===== src/rtl/hl_div_pkg.sv =====
package hl_div_pkg;
  localparam int unsigned CNT_W_DEF = 4;
  localparam int unsigned OFS_W_DEF = 5;

  typedef enum logic {
    PH_IDLE = 1'b0,
    PH_RUN  = 1'b1
  } ph_state_e;
endpackage


===== src/rtl/hl_div_cfg_reg.sv =====
module hl_div_cfg_reg #(
  parameter int unsigned CNT_W = 4
) (
  input  logic             clk_i,
  input  logic             rst_ni,
  input  logic             load_i,
  input  logic [CNT_W-1:0] n_i,
  input  logic [CNT_W-1:0] m_i,
  input  logic             dcc_i,
  output logic [CNT_W-1:0] n_o,
  output logic [CNT_W-1:0] m_o,
  output logic             stretch_o
);
  logic [CNT_W-1:0] n_q, m_q;
  logic             dcc_q;

  always_ff @(posedge clk_i or negedge rst_ni) begin
    if (!rst_ni) begin
      n_q   <= '0;
      m_q   <= '0;
      dcc_q <= 1'b0;
    end else if (load_i) begin
      n_q   <= n_i;
      m_q   <= m_i;
      dcc_q <= dcc_i;
    end
  end

  assign n_o = n_q;
  assign m_o = m_q;
  // ratio N+M+2 is odd exactly when N+M is odd
  assign stretch_o = dcc_q & (n_q[0] ^ m_q[0]);
endmodule


===== src/rtl/hl_div_seq.sv =====
module hl_div_seq
  import hl_div_pkg::*;
#(
  parameter int unsigned CNT_W = 4,
  parameter int unsigned OFS_W = 5
) (
  input  logic             clk_i,
  input  logic             rst_ni,
  input  logic             sync_i,
  input  logic             start_high_i,
  input  logic [OFS_W-1:0] ofs_i,
  input  logic [CNT_W-1:0] n_new_i,
  input  logic [CNT_W-1:0] m_lat_i,
  output logic             lvl_o,
  output logic             run_o,
  output logic [CNT_W-1:0] cnt_o,
  output logic [OFS_W-1:0] wait_o,
  output logic             load_cfg_o
);
  ph_state_e        st_q;
  logic [CNT_W-1:0] cnt_q;
  logic [OFS_W-1:0] wait_q;
  logic             lvl_q;
  logic             phase_end;

  assign phase_end  = (st_q == PH_RUN) ? (cnt_q == '0) : (wait_q == '0);
  assign load_cfg_o = sync_i | (phase_end & ~lvl_q);

  always_ff @(posedge clk_i or negedge rst_ni) begin
    if (!rst_ni) begin
      st_q   <= PH_IDLE;
      cnt_q  <= '0;
      wait_q <= '0;
      lvl_q  <= 1'b0;
    end else if (sync_i) begin
      st_q   <= PH_IDLE;
      cnt_q  <= '0;
      wait_q <= ofs_i;
      lvl_q  <= start_high_i;
    end else if (!phase_end) begin
      if (st_q == PH_RUN) cnt_q  <= cnt_q - 1'b1;
      else                wait_q <= wait_q - 1'b1;
    end else begin
      st_q <= PH_RUN;
      if (lvl_q) begin
        lvl_q <= 1'b0;
        cnt_q <= m_lat_i;
      end else begin
        lvl_q <= 1'b1;
        cnt_q <= n_new_i;
      end
    end
  end

  assign lvl_o  = lvl_q;
  assign run_o  = (st_q == PH_RUN);
  assign cnt_o  = cnt_q;
  assign wait_o = wait_q;
endmodule


===== src/rtl/hl_div_half_ext.sv =====
module hl_div_half_ext #(
  parameter bit EN_DCC = 1'b1
) (
  input  logic clk_i,
  input  logic rst_ni,
  input  logic lvl_i,
  input  logic stretch_i,
  output logic div_o
);
  generate
    if (EN_DCC) begin : g_dcc
      logic tail_q;
      always_ff @(negedge clk_i or negedge rst_ni) begin
        if (!rst_ni) tail_q <= 1'b0;
        else         tail_q <= lvl_i;
      end
      // hold high until the falling input edge after the posedge fall
      assign div_o = lvl_i | (tail_q & stretch_i);
    end else begin : g_nodcc
      logic unused_stretch;
      assign unused_stretch = stretch_i;
      assign div_o = lvl_i;
    end
  endgenerate
endmodule


===== src/rtl/hl_clk_div.sv =====
module hl_clk_div
  import hl_div_pkg::*;
#(
  parameter int unsigned CNT_W  = CNT_W_DEF,
  parameter int unsigned OFS_W  = OFS_W_DEF,
  parameter bit          EN_DCC = 1'b1
) (
  input  logic             clk_i,
  input  logic             rst_ni,
  input  logic             sync_i,
  input  logic             bypass_i,
  input  logic             start_high_i,
  input  logic             dcc_en_i,
  input  logic [CNT_W-1:0] high_cnt_i,
  input  logic [CNT_W-1:0] low_cnt_i,
  input  logic [OFS_W-1:0] ofs_i,
  output logic             clk_o
);
  logic [CNT_W-1:0] n_lat, m_lat, cnt;
  logic [OFS_W-1:0] wait_cnt;
  logic             lvl, run, load_cfg, stretch, div_clk;

  hl_div_cfg_reg #(.CNT_W(CNT_W)) u_cfg (
    .clk_i     (clk_i),
    .rst_ni    (rst_ni),
    .load_i    (load_cfg),
    .n_i       (high_cnt_i),
    .m_i       (low_cnt_i),
    .dcc_i     (dcc_en_i),
    .n_o       (n_lat),
    .m_o       (m_lat),
    .stretch_o (stretch)
  );

  hl_div_seq #(.CNT_W(CNT_W), .OFS_W(OFS_W)) u_seq (
    .clk_i        (clk_i),
    .rst_ni       (rst_ni),
    .sync_i       (sync_i),
    .start_high_i (start_high_i),
    .ofs_i        (ofs_i),
    .n_new_i      (high_cnt_i),
    .m_lat_i      (m_lat),
    .lvl_o        (lvl),
    .run_o        (run),
    .cnt_o        (cnt),
    .wait_o       (wait_cnt),
    .load_cfg_o   (load_cfg)
  );

  hl_div_half_ext #(.EN_DCC(EN_DCC)) u_ext (
    .clk_i     (clk_i),
    .rst_ni    (rst_ni),
    .lvl_i     (lvl),
    .stretch_i (stretch),
    .div_o     (div_clk)
  );

  assign clk_o = bypass_i ? clk_i : div_clk;
endmodule


===== config.mk =====
export PLATFORM = sky130hd
export DESIGN_NAME = hl_clk_div
export DESIGN_NICKNAME = d
export VERILOG_FILES = /design/src/rtl/hl_div_pkg.sv /design/src/rtl/hl_div_cfg_reg.sv /design/src/rtl/hl_div_seq.sv /design/src/rtl/hl_div_half_ext.sv /design/src/rtl/hl_clk_div.sv
export SDC_FILE = /design/constraint.sdc
export NUM_CORES = 1
export LEC_CHECK = 0
export BUFFER_PORTS_ARGS = -buffer_cell sky130_fd_sc_hd__buf_4
export CAP_MARGIN = 30
export CORE_UTILIZATION = 57
export DETAILED_ROUTE_END_ITERATION = 10
export GPL_TIMING_DRIVEN = 0
export PLACE_DENSITY = 0.82
export SYNTH_ARGS = -nofsm -noshare
export SYNTH_HDL_FRONTEND = slang
export SYNTH_SLANG_ARGS = --single-unit

===== constraint.sdc =====
create_clock -name clk_i -period 3.26 [get_ports clk_i]
set_input_delay 0.163 -clock clk_i [delete_from_list [all_inputs] [get_ports clk_i]]
set_output_delay 0.163 -clock clk_i [all_outputs]
set_load 0.02 [all_outputs]

==> flow_summary.ini <==
[setup_path]
cp-end-kind = primary output
worstPathArrival_ns = 2.78
reg2reg_slack_ns = 1.09
rr_worst_depth = 0
critical_path.startpoint_type = flip-flop
critical_path_class = reg -> out
worstPathMaxFanout = 1
critPathRequiredTime_ns = 3.10

[sta]
setup_tns_ns = 0
drv_slew = 0
rsz0062_at_grt = false
setup_viol = 0
fin_skew_ns = 0.005774
maxSlewHeadroom_pct = 65.21
hold_viol_final = 0
worst_slew_pin_slew_ns = 0.5197

[synthesis]
synth_compound_area_share_pct = 12.61
ys_types = 28
syn-num-nets = 115
synth_top_family_by_area = multiplexers
synthCells = 93
syn_area_per_cell_sq_um = 10.88
yosys.area_share.simple_pct = 12.61
ys_ff_latch = 18
yosys_warnings = 0
synth.area.mux_share_pct = 18.42
synthAdderAreaFrac_pct = 3.708
synth_xor_area_share_pct = 4.326
synth_area_sq_mm = 0.001012
seq_area_frac_synth_pct = 44.50

[clock_tree]
ctsHoldBuffers = 1
cts-root-buf = clkbuf_4
clk_latency_ns = 0.31
clk_pin_slew_ns = 0.12
max-clock-path-buffers = 2
cts_tree = yes
cts_resized = 0
post-cts-setup-buffers = 0
numCtsBuffers = 3
h-tree-depth = 1

[global_route]
antenna_found_initial = 0
grt_pass1_wl_microns = 3381
grt_start_max_net_pins = 19
grt_overflow = 0
grt_usage_pct = 23.90
grt_pass1_vias = 839

[power]
power_density_mw_per_mm2 = 620.0
leakage_nw = 0.5515
p_sw_mw = 0.2763
internal_power_mw = 0.4753
total_power_mw = 0.7516
clkPwrFrac_pct = 20.4
p_seq_share_pct = 42.8
ir_drop_v = 0.0005199
combinationalPowerShare_pct = 36.8
switching_share_pct = 36.76

[detailed_routing]
initialDrtViolationCount = 4
totalWireLength_microns = 1890
postRouteAntennaNets = 0
via_per_inst = 5.737
drt_pass1_iterations = 6
wire_per_inst_microns = 14.21
vias = 763
drc = 0

[place]
gp_congestion = 0.8022
io_buffers = 19
dp_hpwl_microns = 1411

[die]
dieArea_sq_mm = 0.001948
die_width_microns = 44.14
rows = 14
start_util_pct = 64.21
die_height_microns = 44.14
boundaryPins = 20
core-area_sq_mm = 0.001577

[cells_and_area]
syn_to_final_growth_pct = 19.78
final_cell_mix = buf_4 (19), dfrtp_1 (17), mux2_2 (11)
drive_above_1_share_pct = 34.19
layout_commonest_cell = buf_4
nets = 140
antenna_cells = 0

[run]
drv_cap = 0

[hold_path]
hold_path_class = in -> reg
min_path_cells = 3

[run_status]
outcome = completed
## critical path: stages (launching register included)
cell and delay [ns]:
dfrtn_1 0.34, a311oi_1 0.27, a21oi_1 0.07, buf_4 0.16
## cell families after synthesis
kind of cell,Yosys count
flip-flops,18
multiplexers,16
XOR/XNOR,5
buffers and inverters,10
adder cells (fa/ha/maj),3
AO/OA/AOI/OAI,19
AND/OR/NAND/NOR,22
## cell type report
| cell class | count | area [sq um] |
|---|---|---|
| buffer | 3 | 12.51 |
| clock buffer | 4 | 30.03 |
| clock inverter | 2 | 8.758 |
| fill | 111 | 364.1 |
| inverter | 6 | 22.52 |
| multi-input combinational | 65 | 523.0 |
| sequential | 18 | 450.4 |
| tap | 16 | 20.02 |
| timing repair buffer | 19 | 145.1 |
## state kept, by name, indices dropped and copies added, names as in the netlist
name                count
u_seq.wait_o            5
u_ext.g_dcc.tail_q      1
u_cfg.dcc_q             1
u_seq.run_o             1
u_seq.cnt_o             4
u_seq.lvl_o             1
u_cfg.m_o               4
u_cfg.n_o               1
## worst paths after layout
path,start,to
worst max-delay path,u_ext.g_dcc.tail_q,clk_o
worst min-delay path,ofs_i[2],u_seq.wait_o[2]
worst max register to register,u_seq.lvl_o,u_ext.g_dcc.tail_q
worst min register to register,u_cfg.m_o[3],u_cfg.m_o[3]
max in group asynchronous,rst_ni,u_ext.g_dcc.tail_q
min in group asynchronous,rst_ni,u_seq.wait_o[4]
## per-layer routing
layer / track usage, % / wire [microns]
met5: 0 / 0
met4: 13.94 / 18
met3: 4.490 / 67
met2: 37.94 / 951
met1: 30.48 / 853
## power groups by stage
stage | clock, mW | combinational [mW] | sequential, mW
3_3_place_gp | 0.0253 | 0.268 | 0.323
3_5_place_dp | 0.0253 | 0.276 | 0.327
6_report | 0.153 | 0.277 | 0.322
5_1_grt | 0.160 | 0.314 | 0.330
4_1_cts | 0.154 | 0.279 | 0.322
2_1_floorplan | 0.0170 | 0.218 | 0.315
## synthesized netlist by cell type
cell type  instances  share of area [%]
nor2_1             4                1.5
or3_1              2                1.2
mux2i_4            1                2.2
clkbuf_2           1               0.49
dfrtp_1           17                 42
nand2_1            9                3.3
a21oi_1            4                2.0
dfrtn_1            1                2.5
a311oi_1           1               0.87
clkbuf_1           2               0.74
mux2_2            11                 12
nor3_1             2               0.99
nor2b_1            1               0.62
o21ai_4            1                1.6
o22ai_1            1               0.62
o21ai_0            7                3.5
o21bai_1           2                1.5
o32ai_1            2                1.7
nor3b_2            1                1.2
a2111oi_0          1               0.87
nor3b_1            1               0.74
nor4b_4            1                2.3
nor2_2             1               0.62
xnor2_1            2                1.7
inv_1              7                2.6
xor2_1             3                2.6
mux2i_1            4                4.0
ha_1               3                3.7
## stage by stage
step	instance area (sq um)	setup slack (ns)	hold WS (ns)	instances	util, %
after floorplan	1012	0.6726	-0.1326	93	-
after global placement	1175	0.6817	0.04276	128	74.52
after detailed placement	1175	0.6728	0.04840	128	74.52
after CTS	1212	0.3010	0.05183	133	76.90
after global routing	1212	0.2467	0.06196	133	76.90
final	1212	0.3136	0.04724	133	76.90
Note: power is estimated with default switching activity, not from simulation.
